<file path="config.mk">
export PLATFORM = sky130hd
export DESIGN_NAME = freq_scale_ctrl
export DESIGN_NICKNAME = d
export VERILOG_FILES = /design/src/rtl/freq_scale_ctrl.sv
export SDC_FILE = /design/constraint.sdc
export NUM_CORES = 1
export LEC_CHECK = 0
export BUFFER_PORTS_ARGS = -buffer_cell sky130_fd_sc_hd__buf_2
export CAP_MARGIN = 20
export CORE_ASPECT_RATIO = 1.1
export CORE_MARGIN = 2
export CORE_UTILIZATION = 61
export DETAILED_ROUTE_END_ITERATION = 8
export PLACE_DENSITY_LB_ADDON = 0.08
export RECOVER_POWER = 50
export SETUP_SLACK_MARGIN = 0.1
export SLEW_MARGIN = 10
export SYNTH_ARGS = -nofsm -noshare
export SYNTH_HDL_FRONTEND = slang
export SYNTH_SLANG_ARGS = --single-unit
</file>
<file path="constraint.sdc">
create_clock -name clk -period 6.6 [get_ports clk]
set_input_delay 0.66 -clock clk [delete_from_list [all_inputs] [get_ports clk]]
set_output_delay 0.66 -clock clk [all_outputs]
set_load 0.01 [all_outputs]
</file>
<file path="src/rtl/freq_scale_ctrl.sv">
module freq_scale_ctrl #(
  parameter int WIN = 1250000,
  parameter int IW  = 4,
  parameter int CW  = 24,
  parameter int H1 = 526000,  parameter int H2 = 1043000, parameter int H3 = 2036000,
  parameter int H4 = 4105000, parameter int H5 = 8190000,
  parameter int L1 = 471000,  parameter int L2 = 933000,  parameter int L3 = 1822000,
  parameter int L4 = 3673000, parameter int L5 = 7327000
) (
  input  logic          clk,
  input  logic          rst_n,
  input  logic [IW-1:0] rx_bytes_i,
  input  logic [IW-1:0] drop_bytes_i,
  input  logic          pol_we_i,
  input  logic [1:0]    pol_wdata_i,
  output logic [1:0]    policy_o,
  output logic [2:0]    level_o,
  output logic          change_o,
  output logic [CW-1:0] last_rx_o,
  output logic [CW-1:0] last_drop_o
);
  localparam int TW = (WIN > 1) ? $clog2(WIN) : 1;
  localparam logic [TW-1:0] TLAST = TW'(WIN - 1);
  localparam logic [1:0] POL_SINGLE = 2'b00;
  localparam logic [1:0] POL_LOSS   = 2'b10;

  logic [TW-1:0] tick_q;
  logic [CW-1:0] rx_acc, drop_acc, rx_sum, drop_sum;
  logic [CW:0]   rx_wide, drop_wide;
  logic [2:0]    level_q, nxt, fit, below;
  logic [1:0]    pol_q;
  logic          change_q, win_end, under_lo, over_hi;
  logic [CW-1:0] hi [0:4];
  logic [CW-1:0] lo [0:4];

  assign hi[0] = CW'(H1);
  assign hi[1] = CW'(H2);
  assign hi[2] = CW'(H3);
  assign hi[3] = CW'(H4);
  assign hi[4] = CW'(H5);
  assign lo[0] = CW'(L1);
  assign lo[1] = CW'(L2);
  assign lo[2] = CW'(L3);
  assign lo[3] = CW'(L4);
  assign lo[4] = CW'(L5);

  assign win_end   = (tick_q == TLAST);
  assign rx_wide   = {1'b0, rx_acc}   + {{(CW + 1 - IW){1'b0}}, rx_bytes_i};
  assign drop_wide = {1'b0, drop_acc} + {{(CW + 1 - IW){1'b0}}, drop_bytes_i};
  assign rx_sum    = rx_wide[CW]   ? '1 : rx_wide[CW-1:0];
  assign drop_sum  = drop_wide[CW] ? '1 : drop_wide[CW-1:0];

  always_comb begin
    fit = 3'd4;
    for (int i = 4; i >= 0; i--)
      if (rx_sum <= hi[i]) fit = 3'(i);
  end

  assign below    = level_q - 3'd1;
  assign under_lo = (level_q != 3'd0) && (rx_sum < lo[below]);
  assign over_hi  = (level_q != 3'd4) && (rx_sum > hi[level_q]);

  always_comb begin
    nxt = level_q;
    if (pol_q == POL_SINGLE) begin
      nxt = fit;
    end else if (pol_q == POL_LOSS) begin
      if (drop_sum != '0) nxt = (level_q < 3'd4) ? level_q + 3'd1 : level_q;
      else if (under_lo)  nxt = fit;
    end else begin
      if (under_lo || over_hi) nxt = fit;
    end
  end

  always_ff @(posedge clk) begin
    if (!rst_n) begin
      tick_q    <= '0;
      rx_acc    <= '0;
      drop_acc  <= '0;
      last_rx_o <= '0;
      last_drop_o <= '0;
      level_q   <= 3'd4;
      change_q  <= 1'b0;
      pol_q     <= POL_SINGLE;
    end else begin
      if (pol_we_i) pol_q <= pol_wdata_i;
      change_q <= win_end && (nxt != level_q);
      if (win_end) begin
        tick_q      <= '0;
        rx_acc      <= '0;
        drop_acc    <= '0;
        last_rx_o   <= rx_sum;
        last_drop_o <= drop_sum;
        level_q     <= nxt;
      end else begin
        tick_q   <= tick_q + 1'b1;
        rx_acc   <= rx_sum;
        drop_acc <= drop_sum;
      end
    end
  end

  assign level_o  = level_q;
  assign change_o = change_q;
  assign policy_o = pol_q;

  p_level_range_r1: assert property (@(posedge clk) disable iff (!rst_n)
    level_q <= 3'd4);
  p_strobe_matches_move_r4: assert property (@(posedge clk) disable iff (!rst_n)
    change_q == (level_q != $past(level_q)));
  p_hold_mid_window_r4: assert property (@(posedge clk) disable iff (!rst_n)
    !win_end |=> $stable(level_q));
  p_loss_one_step_r8: assert property (@(posedge clk) disable iff (!rst_n)
    (win_end && pol_q == POL_LOSS && drop_sum != '0 && level_q < 3'd4)
      |=> level_o == $past(level_q) + 3'd1);
  p_no_wrap_r3: assert property (@(posedge clk) disable iff (!rst_n)
    win_end |=> last_rx_o >= $past(rx_acc));
endmodule

</file>
# Word level (Yosys, flattened, before mapping)
# Memories as Yosys holds them, arrays and structs flattened.
# Cells that the tools add are included.
# Widths: inputs -> output; s select.
[totals]
register_bits = 123
romBits = 384
input_bits = 13
output_inout_bits = 54
mem_count = 2
[memory_table]
columns = ["memory", "depth", "width", "rd", "rd_clocked_by_memory_dff", "write_ports", "line_no", "text"]
rows = [
  ["(no name shown)", 8, 24, 1, 0, 0, "61", "assign over_hi = (level_q != 3'd4) && (rx_sum > hi[level_q]);"],
  ["(no name shown)", 8, 24, 1, 0, 0, "60", "assign under_lo = (level_q != 3'd0) && (rx_sum < lo[below]);"],
]
[classes]
add_sub_neg = 5
order_cmp = 9
eq_ne = 4
muxes = 16
bitwise = 3
reduce_logical = 8
[op_table]
columns = ["op", "n"]
rows = [
  ["$mux 24", 6],
  ["$add 24x4->25", 2],
  ["$le 24x20->1 const B", 2],
  ["$mux 3", 10],
  ["$gt 24x24->1", 1],
  ["$le 24x21->1 const B", 1],
  ["$le 24x22->1 const B", 1],
  ["$lt 24x24->1", 1],
  ["$reduce_bool 24->1", 1],
  ["$add 21x1->21 const B", 1],
  ["$eq 21x21->1 const B", 1],
  ["$ge 4x4->1 const B", 2],
  ["$not 3->4", 2],
  ["$add 3x1->3 const B", 1],
  ["$logic_and 1x1->1", 3],
  ["$lt 3x3->1 const B", 1],
  ["$ne 3x3->1", 1],
  ["$ne 3x3->1 const B", 1],
  ["$reduce_bool 3->1", 1],
  ["$sub 3x1->3 const B", 1],
  ["$eq 2x2->1 const B", 1],
  ["$logic_not 2->1", 1],
  ["$reduce_or 2->1", 1],
  ["$logic_or 1x1->1", 1],
  ["$not 1->1", 1],
]

# Longest topological paths before layout
# Gate-level depths: netlist (run 1).
[logic_depth]
depth_word = 13
mapped_depth = 20

# Worst setup path after synthesis (run 1)
# No wires, ideal clock.
[synth_path]
path_kind = "in2reg"
startpoint = "input port rx_bytes_i[0]"
endpoint = "register change_q (netlist: change_o)"
setup_ps = 77
t_arrival_ps = 4851
path_slack_ps = 1673
stages = 19
n_path_buf = 1
path_cell_list = "ha_1 -> fa_1 -> a211oi_2 -> nor2_1 -> and3_1 -> buf_2 -> nor3_1 -> inv_1 -> ha_1 -> a31o_2 -> a21oi_1 -> o21a_1 -> o21ai_0 -> nor3b_1 -> o311ai_1 -> a21oi_1 -> or4b_1 -> o31a_1 -> a41oi_2"
[synth_via]
elab_chain_cells = 13
elab_cells_between_ends = 22
[synth_rtl]
columns = ["item", "line_no", "text"]
rows = [
  ["start, declared", "12", "input logic [IW-1:0] rx_bytes_i,"],
  ["$add 24x4->25 (*)", "48", "assign rx_wide = {1'b0, rx_acc} + {{(CW + 1 - IW){1'b0}}, rx_bytes_i};"],
  ["$mux 24 (*)", "50", "assign rx_sum = rx_wide[CW] ? '1 : rx_wide[CW-1:0];"],
  ["named net rx_sum[14]", "28", "logic [CW-1:0] rx_acc, drop_acc, rx_sum, drop_sum;"],
  ["$le 24x22->1", "56", "if (rx_sum <= hi[i]) fit = 3'(i);"],
  ["$mux 3 (4 in a row)", "56", ""],
  ["$mux 3", "69", "else if (under_lo) nxt = fit;"],
  ["$mux 3", "68", "if (drop_sum != '0) nxt = (level_q < 3'd4) ? level_q + 3'd1 : level_q;"],
  ["$mux 3", "67", "end else if (pol_q == POL_LOSS) begin"],
  ["$mux 3 (*)", "65", "if (pol_q == POL_SINGLE) begin"],
  ["$ne 3x3->1 (*)", "87", "change_q <= win_end && (nxt != level_q);"],
  ["$logic_and 1x1->1 (*)", "87", ""],
  ["end signal, assigned", "87", ""],
  ["end, declared", "32", "logic change_q, win_end, under_lo, over_hi;"],
]
# The timed path passes the listed nets; every way through them passes the cells marked *.
# A chain may end at the register's enable or synchronous reset.

# Final worst setup path (run 1)
# Same ends and word-level chain as after synthesis.

==> results of run 1 <==
==> placed cells by master, fill, tap and decap left out, types with 12 or more instances in the layout <==
cell type	Yosys	final
xor2_1	14	14
a211oi_1	33	33
ha_1	51	51
a21o_1	12	12
nor3_1	19	19
or3_1	17	17
nor4_1	19	19
nand4_1	22	22
a21oi_1	58	58
xnor2_1	26	26
clkbuf_16	0	17
and3_1	16	16
clkbuf_1	27	61
and2_1	18	18
nand3_1	38	38
inv_1	35	35
nand2_1	78	77
dfxtp_1	123	123
o21ai_0	23	23
nor2_1	171	171
==> power by group <==
part | internal [uW] | switching, uW | leakage (uW)
clock | 629 | 323 | 0.000292
sequential | 760 | 15.4 | 0.000994
combinational | 87.7 | 168 | 0.00214
total | 1480 | 506 | 0.00342
==> area by class of cell <==
cell class,instances,area [um2],area share
Clock inverter,6,111.4,0.01248
Tap cell,157,196.4,0.02202
Sequential cell,123,2462,0.2761
Multi-Input combinational cell,796,5182,0.5810
Inverter,38,142.6,0.01599
Clock buffer,24,491.7,0.05513
Timing Repair Buffer,77,332.8,0.03731
==> cells by family after synthesis <==
kind of cell,after synthesis,share of synthesized area
buf+inv,78,0.03902
simple gates,465,0.3017
mux,13,0.01699
xor+xnor,41,0.04611
compound gates,223,0.2000
fa+ha+maj,54,0.08655
flops,123,0.3097
==> worst min-delay path: cells and delay by family, from the launching register on <==
family,cells,cell delay (ns)
AO/OA/AOI/OAI,1,0.05
AND/OR/NAND/NOR,1,0.05
flip-flops,1,0.30
==> final timing paths <==
path                               startpoint            end  cells past startpoint
worst max-delay path            rx_bytes_i[0]       change_o                     19
worst min-delay path            last_rx_o[13]  last_rx_o[13]                      2
worst max register to register      rx_acc[0]       change_o                     18
worst min register to register  last_rx_o[13]  last_rx_o[13]                      2
==> registers in the layout (all words and copies together), names as in the netlist <==
register	flops
change_o	1
drop_acc	24
last_drop_o	24
last_rx_o	24
level_o	3
policy_o	2
rx_acc	24
tick_q	21
==> per-layer routing <==
metal | wire length (um) | global-route usage
met5 | 0 | 0
met4 | 920 | 0.1715
met3 | 1166 | 0.04818
met2 | 11020 | 0.5543
met1 | 9451 | 0.3995
==> per-stage QoR <==
stage,hold WS [ns],instance area (um2)
detailed placement,0.4437,8397
CTS,0.4519,9000
floorplan,0.4260,7951
finish,0.4497,8920
global placement,0.4370,8397
global route,0.4781,8920
==> implementation parameters, run 1 <==
Parameter                              Value

Synth
  Post-synthesis cell area ... 7951 um2
  Share of async-settable or async-resettable flops after synthesis ... 0
  Post-synthesis cell count ... 997
  Commonest cells in the netlist ... nor2_1 (171), dfxtp_1 (123), nand2_1 (78), a21oi_1 (58), ha_1 (51)
  Fraction of post-synthesis cell area in the top cell type by area ... 0.3097
  Syn. warnings ... 0
  Part of the Yosys area used for sequential elements ... 0.3097
  Most repeated cell in the gate-level netlist after synthesis ... nor2_1
  Top cells by area in the synthesized netlist ... dfxtp_1 (31%), nor2_1 (8.1%), ha_1 (8.0%), nand2_1 (3.7%), a21oi_1 (3.7%)
  Primary FF master, synth ... dfxtp_1
  Post-synthesis net count ... 1063
  Post-synth EDFFs ... 0
  Cell accounting for the most synthesized area ... dfxtp_1
  Post-Syn Area per Cell ... 7.975 um2
  Number of unique standard cell types used by synthesis ... 93
  Register bit total from synthesis ... 123

Power
  Power density normalized to cell area ... 222.3 nW/um2
  Leak pwr ... 0.003423 uW
  Worst VDD drop ... 0.0002019 V
  Total power after layout ... 1983 uW

CTS
  Number of setup buffers added after CTS ... 0
  Clock tree from TritonCTS ... built
  Number of clock sinks seen by CTS ... 123
  Number of buffers added to fix hold violations after cts ... 0
  Worst-skew pair later-pin latency ... 0.42 ns
  Resized Gates After CTS ... 0
  Maximum count of clock buffers along a single path ... 2
  Clock Tree Root ... clkbuf_16
  Maximum level of the CTS H-tree ... 4
  Clock slew at reported path FFs ... 0.05 ns
  Cts bufs inserted ... 17

Final layout
  Utilization after layout ... 0.7055
  Final cell count without fillers ... 1221
  Number of filler cells placed in the layout ... 1113
  N_diodes ... 0
  NumNets Final ... 1119
  Layout overhead on the synthesized area ... 12.18%
  Share of layout cells above drive strength 1 ... 0.08741

Floorplan
  Floorplan core area ... 12640 um2
  Number of standard-cell rows in the floorplan ... 43
  Full die area ... 13970 um2
  I/O pins ... 67
  Starting Density ... 0.6289
  Die height ... 123.7 um
  Width of the chip ... 112.9 um

Critical path
  Total buffers and inverters traversed by the critical path ... 2
  Element type at the critical path end ... flop
  Highest fanout seen on the critical path ... 21
  Largest stage delay on the critical path ... 0.59 ns
  Critical Path Start Type ... primary input
  Required arrival time at the worst endpoint ... 6.95 ns
  Classification of the worst setup path ... primary input to flop
  Flop-to-flop setup slack ... 1.40 ns
  Arrival time of the worst setup path ... 5.60 ns
  Cell with the biggest individual delay on the critical path ... nand3_1
  Series of cell instances along the critical path ... buf_2 -> ha_1 -> fa_1 -> a211oi_2 -> nor2_1 -> nand3_1 -> and2_1 -> inv_1 -> ha_1 -> nand2_1 -> nor2_1 -> o211ai_1 -> a21oi_1 -> nor4_1 -> o311ai_1 -> a21oi_1 -> or4b_1 -> o31a_1 -> a41oi_2
  Cell class contributing the biggest share of worst-path delay ... simple AND/OR/NAND/NOR gates

STA
  Worst-margin pin slew ... 3.127 ns
  Peak Freq ... 0.1906 GHz
  Sum of negative setup slack ... 0 ns
  Fin Clk Skew ... 0.01213 ns
  Setup repair after global routing missed its margin ... no
  Slew Viols, Final ... 157
  Final count of hold timing violations ... 0
  Number of setup violations in the final report ... 0
  Time the final worst path needs with I/O delays and setup ... 5.247 ns
  Worst max-slew margin expressed relative to the limit ... -1.085
  Final Cycle Share ... 0.7949
  Final WS setup ... 1.353 ns

Outcome
  Run status ... finished with violations
  Violated checks ... capacitance limit, slew limit

Placed design
  Setup slack after placement ... 1.020 ns
  Gpl congestion ... 0.9936
  Post-DP HPWL ... 16.42 mm
  Cell Count Post-Placement ... 1191
  Port buffer count ... 66

Routing
  Final routed wire length divided by cell count ... 18.48 um
  Count of antenna-violating nets left after detailed routing ... 0
  Initial detailed-routing violation count ... 710
  Total iterations of the first detailed-routing run ... 5
  Via-to-Cell Ratio ... 6.348
  Vias after detailed routing ... 7751
  DRC violations left ... 0
  Total length of routed wires ... 22.56 mm

Global route
  Number of antenna violations at the first check in global routing ... 0
  Maximum number of pins on one net before global-route repair ... 67
  Wire length of the first global-routing pass ... 36.23 mm
  Total global routing overflow ... 0
  Total GRT Usage ... 0.3249
  Via count of the first global-routing pass ... 7217

Min path
  Hold crit path type ... flop to flop

Run
  Maximum capacitance violations ... 3
(Power assumes the default switching activity.)
==> run 2: changes to the inputs <==
Settings changed: CORE_UTILIZATION 61 to 55.
Clock period 6.6 ns to 4.2 ns, I/O delays scaled along.
==> implementation parameters, run 2 (synthesis gave the netlist of run 1 again) <==
Parameter                              Value

Global route
  GR Layer Usage met3 ... 0.06381
  Total GRT Usage ... 0.3235
  Routing usage on met1 ... 0.4027
  Total global routing overflow ... 0
  Global-route met2 utilization ... 0.5352
  Number of antenna violations at the first check in global routing ... 0
  Maximum number of pins on one net before global-route repair ... 52
  Most crowded layer after global routing ... met2
  Wire length of the first global-routing pass ... 39.69 mm
  Via count of the first global-routing pass ... 7983

STA
  Worst-margin pin slew ... 1.021 ns
  Number of setup violations in the final report ... 1
  Slew Viols, Final ... 0
  Peak Freq ... 0.2367 GHz
  Final WS setup ... -0.02527 ns
  Fin Clk Skew ... 0.007788 ns
  Final Cycle Share ... 1.006
  Sum of negative setup slack ... -0.02527 ns
  Time the final worst path needs with I/O delays and setup ... 4.225 ns
  Final count of hold timing violations ... 0
  Setup repair after global routing missed its margin ... yes
  Worst max-slew margin expressed relative to the limit ... 0.3194

CTS
  Clock Tree Root ... clkbuf_16
  Cts bufs inserted ... 17
  Maximum level of the CTS H-tree ... 4
  Worst-skew pair later-pin latency ... 0.42 ns
  Maximum count of clock buffers along a single path ... 2
  Clock slew at reported path FFs ... 0.06 ns
  Clock tree from TritonCTS ... built
  Number of clock sinks seen by CTS ... 123
  Number of buffers added to fix hold violations after cts ... 0

Routing
  Total length of routed wires ... 25.10 mm
  Initial detailed-routing violation count ... 512
  DRC violations left ... 0
  Count of antenna-violating nets left after detailed routing ... 0
  Via-to-Cell Ratio ... 5.965
  Total iterations of the first detailed-routing run ... 6
  Final routed wire length divided by cell count ... 18.09 um
  Vias after detailed routing ... 8273

Min path
  Worst Hold Endpoint ... policy_o[0]
  Startpoint of the most critical hold path ... pol_wdata_i[0]
  Hold crit path type ... primary input to flop
  Cell depth of the worst min-delay path ... 3

Critical path
  Element type at the critical path end ... flop
  Flop-to-flop setup slack ... -0.03 ns
  Endpoint of the most critical register-to-register path ... change_o
  Cell with the biggest individual delay on the critical path ... fa_2
  Logic depth of the worst register-to-register path ... 20
  Required arrival time at the worst endpoint ... 4.55 ns
  Highest fanout seen on the critical path ... 6
  Series of cell instances along the critical path ... ha_4 -> fa_2 -> a211oi_4 -> buf_6 -> nor4b_1 -> xnor2_1 -> and2_4 -> inv_1 -> ha_1 -> nand2_2 -> nor2_2 -> a211o_1 -> nor4_4 -> buf_4 -> o31ai_4 -> o211ai_4 -> buf_6 -> a31oi_1 -> o31a_1 -> a41oi_2
  Arrival time of the worst setup path ... 4.57 ns
  Largest stage delay on the critical path ... 0.43 ns
  Crit-path most repeated cell ... buf_6
  Reg-to-reg critical path startpoint ... rx_acc[0]
  Classification of the worst setup path ... flop to flop
  Critical Path Start Type ... flop

Outcome
  Run status ... finished with violations
  Violated checks ... setup timing

Floorplan
  Floorplan core area ... 14270 um2
  Number of standard-cell rows in the floorplan ... 46
  Full die area ... 15440 um2
  Starting Density ... 0.5571
  Width of the chip ... 118.6 um
  Die height ... 130.1 um
  I/O pins ... 67

Power
  Worst VDD drop ... 0.0002826 V
  Leak pwr ... 0.004143 uW
  Power density normalized to cell area ... 320.3 nW/um2

Placed design
  Gpl congestion ... 0.9890
  Area post-placement ... 9452 um2
  Port buffer count ... 66
  Post-DP HPWL ... 18.47 mm

Final layout
  N_diodes ... 0
  Share of layout cells above drive strength 1 ... 0.2452
  Post-layout instance area ... 10430 um2
  Utilization after layout ... 0.7309
  Commonest non-fill, non-tap cell in the layout ... nor2_1
  NumNets Final ... 1249
  Most used cells in the layout excluding fill and tap cells ... nor2_1 (168), buf_4 (135), dfxtp_1 (121), nand2_1 (73), clkbuf_1 (55)
  Layout overhead on the synthesized area ... 31.20%

Run
  Maximum capacitance violations ... 0
-- run 2: changes by cell type in the layout (fill, tap and decap cells not counted), sizes merged --
cell / previous run / this run
bufinv: 3 / 4
clkinv: 4 / 5
buf: 19 / 153
clkbuf: 82 / 75
clkinvlp: 1 / 3
-- run 2: area by class of cell --
class                   count  area [um2]
multi-input cells         796        5607
fillers                  1225        3841
flip-flops and latches    123        2465
repair buffers            207        1340
clock buffers              21       470.5
well taps                 192       240.2
clock inverters            10       165.2
inverters                  38       145.1
-- run 2: stage by stage --
stage               setup slack (ns)  total power, uW  hold WS, ns  instances
detailed placement           -0.3434             1739       0.4434       1342
finish                      -0.02527             3342       0.2320       1387
global route                 -0.1582             3460       0.2542       1387
global placement             -0.2370             1734       0.4387       1342
CTS                          0.08888             3323       0.2234       1377
floorplan                    0.08644             1552       0.4260        997
-- run 2: per-layer routing --
metal / share of wire / up-vias
met4: 0.043 / 0
met3: 0.054 / 78
met1: 0.42 / 3895
met2: 0.48 / 273
met5: 0 / -
li1: - / 4027
-- run 2: timing repair --
item                       in CTS  in global routing
gates cloned                    0                  0
hold endpoints to repair        0                  0
pin swaps                       8                 37
setup buffers                   5                 10
resized for setup              14                 56
setup endpoints to repair       4                  4
-- run 2: worst max path at each step --
stage               slack, ns  cells past startpoint         end     startpoint
floorplan                0.09                     19    change_o  rx_bytes_i[0]
global placement        -0.24                     19  level_o[2]  rx_bytes_i[0]
detailed placement      -0.34                     19  level_o[2]  rx_bytes_i[0]
CTS                      0.09                     20    change_o      rx_acc[0]
global route            -0.16                     20    change_o      rx_acc[0]
finish                  -0.03                     20    change_o      rx_acc[0]
-- run 2: worst max-delay path, delay by kind of cell, from the launching register on --
family | cells | cell delay, ns
flops | 1 | 0.33
compound gates | 7 | 1.36
buf+inv | 4 | 0.56
xor+xnor | 1 | 0.25
fa+ha+maj | 3 | 0.89
simple gates | 5 | 0.78
-- run 2: power by group --
group	switching [uW]	leakage, uW	internal (uW)	total (uW)
Sequential	26.9	0.000995	1190	1220
Clock	544	0.000301	1040	1580
Combinational	304	0.00285	236	540
